$ cat src/rtl/tmr_pkg.sv
package tmr_pkg;

  // Register offsets; software depends on these exact positions.
  localparam logic [7:0] OFF_CTL0 = 8'h00;
  localparam logic [7:0] OFF_CTL1 = 8'h04;
  localparam logic [7:0] OFF_LD0  = 8'h08;
  localparam logic [7:0] OFF_LD1  = 8'h0C;
  localparam logic [7:0] OFF_CNT1 = 8'h14;
  localparam logic [7:0] OFF_STAT = 8'h18;

  // Control word bit positions.
  localparam int RUN_BIT = 30;
  localparam int IE_BIT  = 29;
  localparam int PER_BIT = 27;

  typedef enum logic [2:0] {
    SEL_CTL0,
    SEL_CTL1,
    SEL_LD0,
    SEL_LD1,
    SEL_CNT1,
    SEL_STAT,
    SEL_NONE
  } reg_sel_e;

  function automatic reg_sel_e decode_off(input logic [7:0] off);
    reg_sel_e s;
    case (off)
      OFF_CTL0: s = SEL_CTL0;
      OFF_CTL1: s = SEL_CTL1;
      OFF_LD0:  s = SEL_LD0;
      OFF_LD1:  s = SEL_LD1;
      OFF_CNT1: s = SEL_CNT1;
      OFF_STAT: s = SEL_STAT;
      default:  s = SEL_NONE;
    endcase
    return s;
  endfunction

endpackage

$ cat src/rtl/tmr_prescale.sv
module tmr_prescale #(
  parameter int PSC_W = 8
) (
  input  logic             clk,
  input  logic             rst,
  input  logic             run,
  input  logic [PSC_W-1:0] limit,
  output logic             tick
);

  logic [PSC_W-1:0] pcnt_q;

  // Compare with >= so that lowering the limit mid-run cannot skip a wrap.
  assign tick = run && (pcnt_q >= limit);

  always_ff @(posedge clk) begin
    if (rst || !run) begin
      pcnt_q <= '0;
    end else if (tick) begin
      pcnt_q <= '0;
    end else begin
      pcnt_q <= pcnt_q + 1'b1;
    end
  end

  // two steps on consecutive edges happen only with a divide-by-one setting
  assert_tick_gap_R4: assert property (@(posedge clk) disable iff (rst)
    tick |=> (!tick || limit == '0));

endmodule

$ cat src/rtl/tmr_channel.sv
module tmr_channel #(
  parameter int CNT_W = 24,
  parameter int PSC_W = 8
) (
  input  logic             clk,
  input  logic             rst,
  input  logic             ctl_we,
  input  logic             wr_run,
  input  logic             wr_ie,
  input  logic             wr_per,
  input  logic [PSC_W-1:0] wr_psc,
  input  logic             ld_we,
  input  logic [CNT_W-1:0] wr_load,
  output logic             run_o,
  output logic             ie_o,
  output logic             per_o,
  output logic [PSC_W-1:0] psc_o,
  output logic [CNT_W-1:0] load_o,
  output logic [CNT_W-1:0] count_o,
  output logic             expire_o
);

  localparam logic [CNT_W-1:0] ONE = CNT_W'(1);

  logic             run_q, ie_q, per_q;
  logic [PSC_W-1:0] psc_q;
  logic [CNT_W-1:0] load_q, cnt_q;
  logic             tick, start, halt, go, at_end, expire;

  tmr_prescale #(.PSC_W(PSC_W)) u_psc (
    .clk   (clk),
    .rst   (rst),
    .run   (run_q),
    .limit (psc_q),
    .tick  (tick)
  );

  assign start  = ctl_we && wr_run && !run_q;
  assign halt   = ctl_we && !wr_run;
  assign go     = tick && !halt;
  assign at_end = (cnt_q <= ONE);
  assign expire = go && at_end;

  always_ff @(posedge clk) begin
    if (rst) begin
      run_q  <= 1'b0;
      ie_q   <= 1'b0;
      per_q  <= 1'b0;
      psc_q  <= '0;
      load_q <= '0;
      cnt_q  <= '0;
    end else begin
      if (ld_we) load_q <= wr_load;

      if (ctl_we) begin
        run_q <= wr_run;
        ie_q  <= wr_ie;
        per_q <= wr_per;
        psc_q <= wr_psc;
      end else if (expire && !per_q) begin
        run_q <= 1'b0;
      end

      if (start) begin
        cnt_q <= load_q;
      end else if (go) begin
        if (at_end) cnt_q <= per_q ? load_q : '0;
        else        cnt_q <= cnt_q - ONE;
      end
    end
  end

  assign run_o    = run_q;
  assign ie_o     = ie_q;
  assign per_o    = per_q;
  assign psc_o    = psc_q;
  assign load_o   = load_q;
  assign count_o  = cnt_q;
  assign expire_o = expire;

  // a one-shot expiry leaves the timer stopped at zero
  assert_oneshot_stop_R5: assert property (@(posedge clk) disable iff (rst)
    expire && !per_q && !ctl_we |=> !run_q && cnt_q == '0);

  // a periodic expiry restarts from the reload value
  assert_reload_R6: assert property (@(posedge clk) disable iff (rst)
    expire && per_q && !ctl_we |=> run_q && cnt_q == $past(load_q));

endmodule

$ cat src/rtl/dual_countdown_timer.sv
module dual_countdown_timer #(
  parameter int ADDR_W = 5,
  parameter int DATA_W = 32,
  parameter int CNT_W  = 24,
  parameter int PSC_W  = 8
) (
  input  logic              clk,
  input  logic              rst,
  input  logic [ADDR_W-1:0] bus_addr,
  input  logic              bus_we,
  input  logic [DATA_W-1:0] bus_wdata,
  output logic [DATA_W-1:0] bus_rdata,
  output logic [1:0]        irq
);
  import tmr_pkg::*;

  localparam int NCH = 2;
  localparam logic [DATA_W-1:0] CTL_MASK =
      (DATA_W'(1) << RUN_BIT) | (DATA_W'(1) << IE_BIT) |
      (DATA_W'(1) << PER_BIT) | ((DATA_W'(1) << PSC_W) - DATA_W'(1));

  reg_sel_e          sel;
  logic [NCH-1:0]    ctl_we, ld_we, run_v, ie_v, per_v, expire_v;
  logic [PSC_W-1:0]  psc   [NCH];
  logic [CNT_W-1:0]  load  [NCH];
  logic [CNT_W-1:0]  cnt   [NCH];
  logic [DATA_W-1:0] ctl_rd[NCH];
  logic              stat_we;
  logic [NCH-1:0]    stat_q, irq_q;
  logic [DATA_W-1:0] rd_next, rdata_q;

  assign sel     = decode_off(8'(bus_addr));
  assign stat_we = bus_we && (sel == SEL_STAT);

  for (genvar g = 0; g < NCH; g++) begin : g_ch
    localparam reg_sel_e CTL_SEL = (g == 0) ? SEL_CTL0 : SEL_CTL1;
    localparam reg_sel_e LD_SEL  = (g == 0) ? SEL_LD0  : SEL_LD1;

    assign ctl_we[g] = bus_we && (sel == CTL_SEL);
    assign ld_we[g]  = bus_we && (sel == LD_SEL);

    tmr_channel #(.CNT_W(CNT_W), .PSC_W(PSC_W)) u_ch (
      .clk      (clk),
      .rst      (rst),
      .ctl_we   (ctl_we[g]),
      .wr_run   (bus_wdata[RUN_BIT]),
      .wr_ie    (bus_wdata[IE_BIT]),
      .wr_per   (bus_wdata[PER_BIT]),
      .wr_psc   (bus_wdata[PSC_W-1:0]),
      .ld_we    (ld_we[g]),
      .wr_load  (bus_wdata[CNT_W-1:0]),
      .run_o    (run_v[g]),
      .ie_o     (ie_v[g]),
      .per_o    (per_v[g]),
      .psc_o    (psc[g]),
      .load_o   (load[g]),
      .count_o  (cnt[g]),
      .expire_o (expire_v[g])
    );

    assign ctl_rd[g] = (DATA_W'(run_v[g]) << RUN_BIT) |
                       (DATA_W'(ie_v[g])  << IE_BIT)  |
                       (DATA_W'(per_v[g]) << PER_BIT) |
                       DATA_W'(psc[g]);

    // Sticky status: an expiry beats a clear in the same cycle.
    always_ff @(posedge clk) begin
      if (rst)                           stat_q[g] <= 1'b0;
      else if (expire_v[g])              stat_q[g] <= 1'b1;
      else if (stat_we && bus_wdata[g])  stat_q[g] <= 1'b0;
    end

    always_ff @(posedge clk) begin
      if (rst) irq_q[g] <= 1'b0;
      else     irq_q[g] <= stat_q[g] && ie_v[g];
    end

    // control readback keeps exactly the defined fields of the last write
    assert_ctl_rdbk_R2: assert property (@(posedge clk) disable iff (rst)
      ctl_we[g] |=> ctl_rd[g] == ($past(bus_wdata) & CTL_MASK));

    // expiry always sets status
    assert_stat_set_R7: assert property (@(posedge clk) disable iff (rst)
      expire_v[g] |=> stat_q[g]);

    // a masked timer never raises its line
    assert_irq_gate_R7: assert property (@(posedge clk) disable iff (rst)
      !ie_v[g] |=> !irq[g]);

    // writing 1 clears status unless an expiry coincides
    assert_w1c_R8: assert property (@(posedge clk) disable iff (rst)
      stat_we && bus_wdata[g] && !expire_v[g] |=> !stat_q[g]);

    // a stopped timer keeps its count
    assert_idle_hold_R9: assert property (@(posedge clk) disable iff (rst)
      !run_v[g] && !ctl_we[g] |=> $stable(cnt[g]));
  end

  always_comb begin
    case (sel)
      SEL_CTL0: rd_next = ctl_rd[0];
      SEL_CTL1: rd_next = ctl_rd[1];
      SEL_LD0:  rd_next = DATA_W'(load[0]);
      SEL_LD1:  rd_next = DATA_W'(load[1]);
      SEL_CNT1: rd_next = DATA_W'(cnt[1]);
      SEL_STAT: rd_next = DATA_W'(stat_q);
      default:  rd_next = '0;
    endcase
  end

  always_ff @(posedge clk) begin
    if (rst) rdata_q <= '0;
    else     rdata_q <= rd_next;
  end

  assign bus_rdata = rdata_q;
  assign irq       = irq_q;

endmodule

$ cat config.mk
export PLATFORM = sky130hd
export DESIGN_NAME = dual_countdown_timer
export DESIGN_NICKNAME = d
export VERILOG_FILES = /design/src/rtl/tmr_pkg.sv /design/src/rtl/tmr_prescale.sv /design/src/rtl/tmr_channel.sv /design/src/rtl/dual_countdown_timer.sv
export SDC_FILE = /design/constraint.sdc
export NUM_CORES = 1
export LEC_CHECK = 0
export ABC_AREA = 1
export BUFFER_PORTS_ARGS = -buffer_cell sky130_fd_sc_hd__buf_2
export CORE_MARGIN = 3
export CORE_UTILIZATION = 35
export CTS_CLUSTER_DIAMETER = 100
export CTS_CLUSTER_SIZE = 8
export DETAILED_ROUTE_END_ITERATION = 10
export REMOVE_ABC_BUFFERS = 1
export SYNTH_ARGS = -nofsm -noshare
export SYNTH_HDL_FRONTEND = slang
export SYNTH_SLANG_ARGS = --single-unit
$ cat constraint.sdc
create_clock -name clk -period 2.1 [get_ports clk]
set_input_delay 0 -clock clk [delete_from_list [all_inputs] [get_ports clk]]
set_output_delay 0 -clock clk [all_outputs]
set_load 0.02 [all_outputs]
==> impl_results.rst, run 1 <==
.. list-table::
   :header-rows: 1

   * - Metric
     - Value
   * - Final wirelength
     - 27.8 mm
   * - Worst vdd rail ir drop
     - about 340 uV
   * - Worst EP arrival
     - 2.33 ns
   * - Result of the run
     - finished clean
   * - Clk_lat worst skew
     - 0.43 ns
   * - Int Power
     - 5.30 mW
   * - Standby leakage power
     - 4.77 nW
   * - Number of DRC violations after detailed-routing iteration 0
     - around 700
   * - Aggregate global routing overflow
     - 0
   * - Sequential-to-total area share from yosys stat
     - 36.8%
   * - Antenna Cells
     - 0
   * - Drt first pass iters
     - 5
   * - Number of buffers on the longest clock path
     - 2
   * - Power density over cell area
     - 700 nW/um2
   * - Average cell area after synthesis
     - about 6.4 um2
   * - Synth cell count leaders
     - 311 x nand2_1, 272 x nor2_1, 165 x dfxtp_1, 139 x inv_1, 103 x o21ai_0
   * - Clock share of power
     - 40.6%
   * - Share of synthesized area spent on multiplexers
     - 0%
   * - Xor/xnor share of the synthesized area
     - around 2.2%
   * - Finished Core Util
     - between 40 and 50%
   * - Ranking of synthesized cells by area
     - dfxtp_1 37%, nand2_1 13%, nor2_1 11%
   * - Cell breakdown of the critical path
     - inv_1, ha_1, nand2_1, nor2_1, nand3_1, nand2_1, nand3_1, nand2_1, nand2_1, nand2_1, nor2_1, nor2_1
   * - Cell variety after synth
     - 39
   * - Synth-to-layout area growth
     - 20.7%
   * - Class of the most critical setup path
     - reg -> reg
   * - Effective utilization at floorplan
     - 36.3%
   * - H-tree depth reported by CTS
     - 4
   * - CTS Sinks
     - roughly 170
   * - Post-synthesis instance area
     - approximately 9000 um2
   * - Share of total power consumed by net switching
     - 30.1%
   * - Worst Path Buf+Inv
     - 1
   * - Most frequent cell after synthesis
     - nand2_1
   * - Via count of the first global-routing pass
     - approximately 8,400
   * - Number of placed cells counting well taps
     - 1,778
   * - Post-layout min period
     - 1.95 ns
   * - Area fraction of the dominant cell type after synthesis
     - 36.8%
   * - Fin. max-slew vios
     - 0
   * - Setup crit end kind
     - register
   * - Setup repair after global routing missed its margin
     - no
   * - Cell depth of the worst setup path
     - 12
   * - Share of power burned in registers
     - 42.1%
   * - Number of nets with antenna violations after routing
     - 0
   * - Wire length of the first global-routing pass
     - ~45 mm
   * - Clock Tree Root
     - clkbuf_16
   * - Detailed Place HPWL
     - roughly 21 mm
   * - Total clock buffers created by CTS
     - 17
   * - RePlAce Congestion
     - 0.926
   * - Rel. slew slack
     - approximately 64%
   * - Maximum number of pins on one net before global-route repair
     - 52
   * - Slowest Stage Delay on Critical Path
     - 0.39 ns
   * - Count of endpoints failing hold in the final timing report
     - 0
   * - Number of instances in the synthesized netlist
     - 1,394
   * - Max-capacitance violation count
     - 0
   * - Reported net switching power
     - about 2.3 mW
   * - X dimension of the die
     - between 150 and 200 um
   * - Count of placed standard cells in the final layout, fillers left out
     - ~1,800
   * - Vias after detailed routing
     - 9,125
   * - Critical-path cell with the highest stage delay
     - nor2_1
   * - Compound-gate portion of the synthesized area
     - approximately 14%
   * - Total DRC errors in the routed layout
     - 0
   * - Initial antenna violation count
     - 0
   * - Ys flop type
     - dfxtp_1
   * - Final setup fails
     - 0
   * - Combinational family with the most area after synthesis
     - simple AND/OR/NAND/NOR gates
   * - Share of the clock period used by the worst path
     - between 90% and 100%
   * - Combinational group share of total power
     - roughly 17%
   * - Proportion of synthesized flip-flops having asynchronous set or reset
     - 0%
   * - Ratio of cells with drive above 1 in the final layout
     - 12.4%
   * - Cell type with the largest total area after synthesis
     - dfxtp_1
   * - Library cell appearing most often on the critical path
     - nand2_1
   * - Number of enable-type register cells in the synthesized netlist
     - 0
   * - Achievable frequency
     - slightly above 0.5 GHz
   * - Clock slew at reported path FFs
     - 0.07 ns
   * - Path depth of the worst reg2reg path
     - 12
   * - Startpoint type of the worst setup path
     - register
   * - Worst Path Required
     - 2.48 ns
   * - Count of cells along the worst hold path
     - 3
   * - CTS tree
     - built
   * - Std cell rows
     - between 50 and 60
   * - Vias per cell
     - just under 5
   * - Post-layout nets
     - around 1,600
   * - Post-synthesis sequential element count
     - 165
   * - Overall die area
     - 27,600 um2
   * - Maximum net fanout on the critical path
     - 6
   * - Buffers on Ports
     - 63
   * - IO Pins
     - 74
   * - Worst clock skew
     - 0.0150 ns
   * - Routed length per placed instance
     - 15.1 um
   * - Hold crit path type
     - in -> reg
   * - Placeable core region
     - 24,700 um2
   * - Synth Area in Simple Gates
     - 34.3%
   * - Top cell family by delay on the critical path
     - simple AND/OR/NAND/NOR gates
   * - Gr usage total
     - 19.7%
   * - Actual slew at the worst max-slew pin
     - 0.542 ns
   * - Height of the die
     - 166 um
   * - Count of warnings emitted by yosys
     - 0
   * - Post-synthesis adder-cell area fraction
     - 3.21%
[metrics by stage]
| step | setup WS [ns] | setup TNS (ns) | cell area (um2) | total power [mW] | hold WS, ns |
|---|---|---|---|---|---|
| floorplan | -0.234 | -8.45 | 8710 | 4.06 | 0.0691 |
| global placement | 0.0986 | 0 | 9870 | 4.47 | 0.267 |
| detailed placement | 0.0786 | 0 | 9870 | 4.49 | 0.258 |
| CTS | 0.0582 | 0 | 10700 | 7.61 | 0.0606 |
| global route | 0.00263 | 0 | 10800 | 7.92 | 0.0690 |
| finish | 0.147 | 0 | 10800 | 7.58 | 0.0666 |
[power groups by stage]
stage | sequential (mW) | clock, mW | combinational [mW]
after floorplan | 3.25 | 0 | 0.810
after global placement | 3.26 | 0 | 1.21
after detailed placement | 3.26 | 0 | 1.23
after CTS | 3.19 | 3.14 | 1.27
after global routing | 3.19 | 3.25 | 1.47
final | 3.19 | 3.08 | 1.31
[layer usage]
| metal | GRT usage, % | part of all wire (%) | vias up |
|---|---|---|---|
| met5 | 0 | 0 | - |
| met4 | 5.14 | 1.7 | 0 |
| met3 | 3.14 | 5.8 | 28 |
| met2 | 30.9 | 44 | 255 |
| met1 | 28.3 | 49 | 4146 |
| li1 | - | - | 4696 |
[cells in the final DEF, fill, tap and decap left out, types with 4 or more instances in the layout]
master / Yosys / final
nor3b_1: 5 / 5
dfxtp_1: 165 / 164
buf_2: 20 / 63
a221oi_1: 7 / 7
nor2_1: 272 / 270
buf_4: 7 / 47
nor3_1: 12 / 12
clkbuf_16: 0 / 19
a21oi_1: 96 / 95
dlygate4sd3_1: 0 / 27
nor2_2: 5 / 7
o21ai_1: 15 / 20
nand4_1: 16 / 16
nand2_2: 5 / 5
inv_6: 0 / 4
ha_1: 23 / 23
xor2_1: 21 / 21
nand3_2: 4 / 5
nand2_1: 311 / 308
o22ai_1: 12 / 12
conb_1: 1 / 5
buf_12: 0 / 4
nand3_1: 95 / 94
inv_2: 8 / 10
o21ai_0: 103 / 98
inv_1: 139 / 137
[final cells by class]
cell class,instances,area (um2)
Fill cell,2609,13900
Multi-Input combinational cell,1027,4910
Sequential cell,165,3300
Timing Repair Buffer,144,1080
Inverter,148,556
Clock buffer,18,429
Tap cell,324,405
Clock inverter,14,143
[tightest hold or removal path, delay by kind of cell]
family / cells / cell delay (ns)
buffers and inverters: 2 / 0.34
and+or+nand+nor: 1 / 0.12
[cells by family (layout without fill, tap and decap cells)]
group / Yosys count / count (layout)
adders and majority gates: 23 / 23
xor gates and xnor gates: 23 / 23
other: 1 / 5
DFF: 165 / 165
and+or+nand+nor: 735 / 735
AOI/OAI and AO/OA: 241 / 241
buffers and inverters: 206 / 324
[registers in the layout, indices dropped and copies added (netlist names)]
| name | count |
|---|---|
| g_ch.u_ch.count_o | 48 |
| g_ch.u_ch.load_o | 48 |
| bus_rdata | 27 |
| g_ch.u_ch.psc_o | 16 |
| g_ch.u_ch.u_psc.pcnt_q | 16 |
| g_ch.u_ch.ie_o | 2 |
| g_ch.u_ch.per_o | 2 |
| g_ch.u_ch.run_o | 2 |
| irq | 2 |
| stat_q | 2 |
[final timing paths]
check / to / startpoint / slack, ns
worst max-delay path: g_ch[0].u_ch.count_o[20] / g_ch[0].u_ch.count_o[0] / 0.15
worst min-delay path: g_ch[0].u_ch.count_o[14] / rst / 0.07
worst max register to register: g_ch[0].u_ch.count_o[20] / g_ch[0].u_ch.count_o[0] / 0.15
worst min register to register: g_ch[1].u_ch.u_psc.pcnt_q[0] / g_ch[1].u_ch.u_psc.pcnt_q[0] / 0.43
[repair_timing]
item / CTS / global route
endpoints found under the setup margin: 0 / 46
hold buffers: 27 / 0
setup buffers: 0 / 1
resized for setup: 0 / 20
hold endpoints to repair: 69 / 0
Power figures use the tool's default switching activity.
==> run 2: changes to the inputs <==
--- a/config.mk
+++ b/config.mk
@@ -12,6 +12,7 @@
 export CTS_CLUSTER_DIAMETER = 100
 export CTS_CLUSTER_SIZE = 8
 export DETAILED_ROUTE_END_ITERATION = 10
+export PLACE_DENSITY = 0.61
 export REMOVE_ABC_BUFFERS = 1
 export SYNTH_ARGS = -nofsm -noshare
 export SYNTH_HDL_FRONTEND = slang
==> impl_results.rst, run 2 (synthesis results as in run 1) <==
.. list-table::
   :header-rows: 1

   * - Metric
     - Value
   * - Clk_lat worst skew
     - 0.43 ns (about the same)
   * - Aggregate global routing overflow
     - 0 (unchanged)
   * - Setup repair after global routing missed its margin
     - yes
   * - Routing usage on met1
     - 28.7% (+0.37 points)
   * - Tot Pwr
     - 7.57 mW (-0.21%)
   * - Cell depth of the worst setup path
     - 13 (+1)
   * - Rel. slew slack
     - 63.4% (-0.42 points)
   * - Cell breakdown of the critical path
     - inv_1, ha_2, nand2_1, nor2_2, nor2_1, nor2_2, inv_1, o21ai_0, nand2_1, nand2_1, nand3_1, nand2_1, inv_1
   * - Worst vdd rail ir drop
     - 533 uV (+56%)
   * - X dimension of the die
     - 166 um (unchanged)
   * - Max-capacitance violation count
     - 0 (unchanged)
   * - H-tree depth reported by CTS
     - 4 (unchanged)
   * - Overall die area
     - 27,600 um2 (unchanged)
   * - Fin. max-slew vios
     - 0 (unchanged)
   * - Antenna Cells
     - 0 (unchanged)
   * - Drt first pass iters
     - 5 (unchanged)
   * - RePlAce Congestion
     - 0.911 (-1.6%)
   * - Leading cell type in the layout, fill and taps excluded
     - nand2_1
   * - Placeable core region
     - 24,700 um2 (unchanged)
   * - Number of buffers on the longest clock path
     - 2 (unchanged)
   * - Worst EP arrival
     - 2.25 ns (-0.08 ns)
   * - Standby leakage power
     - 4.77 nW (about the same)
   * - Count of cells along the worst hold path
     - 6 (+3)
   * - Maximum number of pins on one net before global-route repair
     - 61 (+17%)
   * - Height of the die
     - 166 um (unchanged)
   * - Final wirelength
     - 28.2 mm (+1.6%)
   * - Synth-to-layout area growth
     - 20.5%
   * - Path depth of the worst reg2reg path
     - 13 (+1)
   * - Detailed Place HPWL
     - 20.9 mm (+0.55%)
   * - Ratio of cells with drive above 1 in the final layout
     - 12.5% (+0.14 points)
   * - Via count of the first global-routing pass
     - 8,769 (+3.9%)
   * - Gr usage total
     - 20.4% (+0.68 points)
   * - Worst Path Buf+Inv
     - 3 (+2)
   * - Actual slew at the worst max-slew pin
     - 0.545 ns (+0.00283 ns)
   * - Area of placed instances
     - 9940 um2 (+0.66%)
   * - Vias after detailed routing
     - 9,266 (+1.5%)
   * - Met2 Resource Use GR
     - 32.3% (+1.4 points)
   * - Top cell family by delay on the critical path
     - simple AND/OR/NAND/NOR gates
   * - Setup crit end kind
     - register
   * - Slowest Stage Delay on Critical Path
     - 0.33 ns (-0.06 ns)
   * - Top library cells by usage in the layout, fill and taps aside
     - 311 x nand2_1, 269 x nor2_1, 162 x dfxtp_1, 137 x inv_1, 100 x o21ai_0
   * - Hold crit path type
     - in -> reg
   * - Setup fix buffers added after clock tree synthesis
     - 0 (unchanged)
   * - Worst clock skew
     - 0.0112 ns (-0.00375 ns)
   * - Buffers on Ports
     - 63 (unchanged)
   * - Class of the most critical setup path
     - reg -> reg
   * - Result of the run
     - finished clean
   * - Routed length per placed instance
     - 15.4 um (+1.6%)
   * - Total DRC errors in the routed layout
     - 0 (unchanged)
   * - CTS tree
     - built
   * - GRT busiest layer
     - met2
   * - Share of the clock period used by the worst path
     - 91.8% (-1.2 points)
   * - Achievable frequency
     - 0.519 GHz (+1.4%)
   * - Count of endpoints failing hold in the final timing report
     - 0 (unchanged)
   * - GR Util met3
     - 3.21% (+0.071 points)
   * - Std cell rows
     - 57 (unchanged)
   * - Maximum net fanout on the critical path
     - 7 (+1)
   * - Wire length of the first global-routing pass
     - 46.1 mm (+3.4%)
   * - Library cell appearing most often on the critical path
     - nand2_1
   * - Vias per cell
     - 5.04 (+1.6%)
   * - Initial antenna violation count
     - 0 (unchanged)
   * - Effective utilization at floorplan
     - 36.3% (unchanged)
   * - Post-layout nets
     - 1,565 (-0.064%)
   * - Clock Tree Root
     - clkbuf_16
   * - Startpoint type of the worst setup path
     - register
   * - Number of DRC violations after detailed-routing iteration 0
     - 771 (+12%)
   * - Power density over cell area
     - 700 nW/um2 (about the same)
   * - Post-layout min period
     - 1.93 ns (-0.0262 ns)
   * - Worst Path Required
     - 2.43 ns (-0.05 ns)
   * - Number of nets with antenna violations after routing
     - 0 (unchanged)
   * - CTS Sinks
     - 165 (unchanged)
   * - Final setup fails
     - 0 (unchanged)
   * - Final standard cell area without fillers
     - 10,800 um2 (-0.14%)
   * - IO Pins
     - 74 (unchanged)
   * - Total clock buffers created by CTS
     - 17 (unchanged)
   * - Clock slew at reported path FFs
     - 0.07 ns (about the same)
   * - Critical-path cell with the highest stage delay
     - dfxtp_1
run 2: changes by cell type in the layout (fill, tap and decap cells not counted), sizes merged:
cell	change
clkbuf	+1
buf	+1
bufinv	-1
clkinv	+3
inv	-5
run 2: through the flow:
stage	cells	TNS, ns	worst slack (ns)	hold slack, ns	util [%]
6_report	1839	0	0.173	0.0447	43.7
4_1_cts	1839	0	0.0630	0.0318	43.6
2_1_floorplan	1340	-8.45	-0.234	0.0691	-
3_3_place_gp	1780	0	0.106	0.265	40.2
3_5_place_dp	1780	0	0.0869	0.271	40.2
5_1_grt	1839	-0.000670	-0.000670	0.0532	43.7
run 2: worst reg2reg max path: cells and delay by family, from the launching register on:
kind                     cells  cell delay (ns)
flip-flops                   1             0.33
adder cells (fa/ha/maj)      1             0.24
AO/OA/AOI/OAI                1             0.12
buffers and inverters        3             0.37
AND/OR/NAND/NOR              8             0.76
run 2: power by group:
group	total, mW	internal [mW]	switching [mW]
sequential	3.19	3.16	0.0284
clock	3.06	1.66	1.40
combinational	1.31	0.476	0.839
run 2: per-layer routing:
metal,wire length [um],part of all wire [%]
met5,0,0
met4,639,2.3
met3,1640,5.8
met2,12500,44
met1,13500,48
run 2: final cells by class:
type | count | area, um2
fillers | 2581 | 13900
inverters | 148 | 559
clock buffers | 21 | 480
clock inverters | 11 | 91.3
flip-flops and latches | 165 | 3310
repair buffers | 143 | 1080
well taps | 324 | 405
multi-input cells | 1027 | 4890
run 2: repair_timing:
action                     CTS  global route
hold buffers                27             0
gates resized for setup      0            15
hold endpoints to repair    71             0
setup endpoints to repair    0            27
run 2: path summary, 6_finish.rpt:
| kind | from | endpoint | slack, ns |
|---|---|---|---|
| setup / recovery | g_ch[1].u_ch.count_o[0] | g_ch[1].u_ch.count_o[10] | 0.17 |
| hold / removal | bus_addr[0] | g_ch[1].u_ch.run_o | 0.04 |
| setup reg to reg | g_ch[1].u_ch.count_o[0] | g_ch[1].u_ch.count_o[10] | 0.17 |
| hold reg to reg | g_ch[1].u_ch.u_psc.pcnt_q[0] | g_ch[1].u_ch.u_psc.pcnt_q[0] | 0.43 |
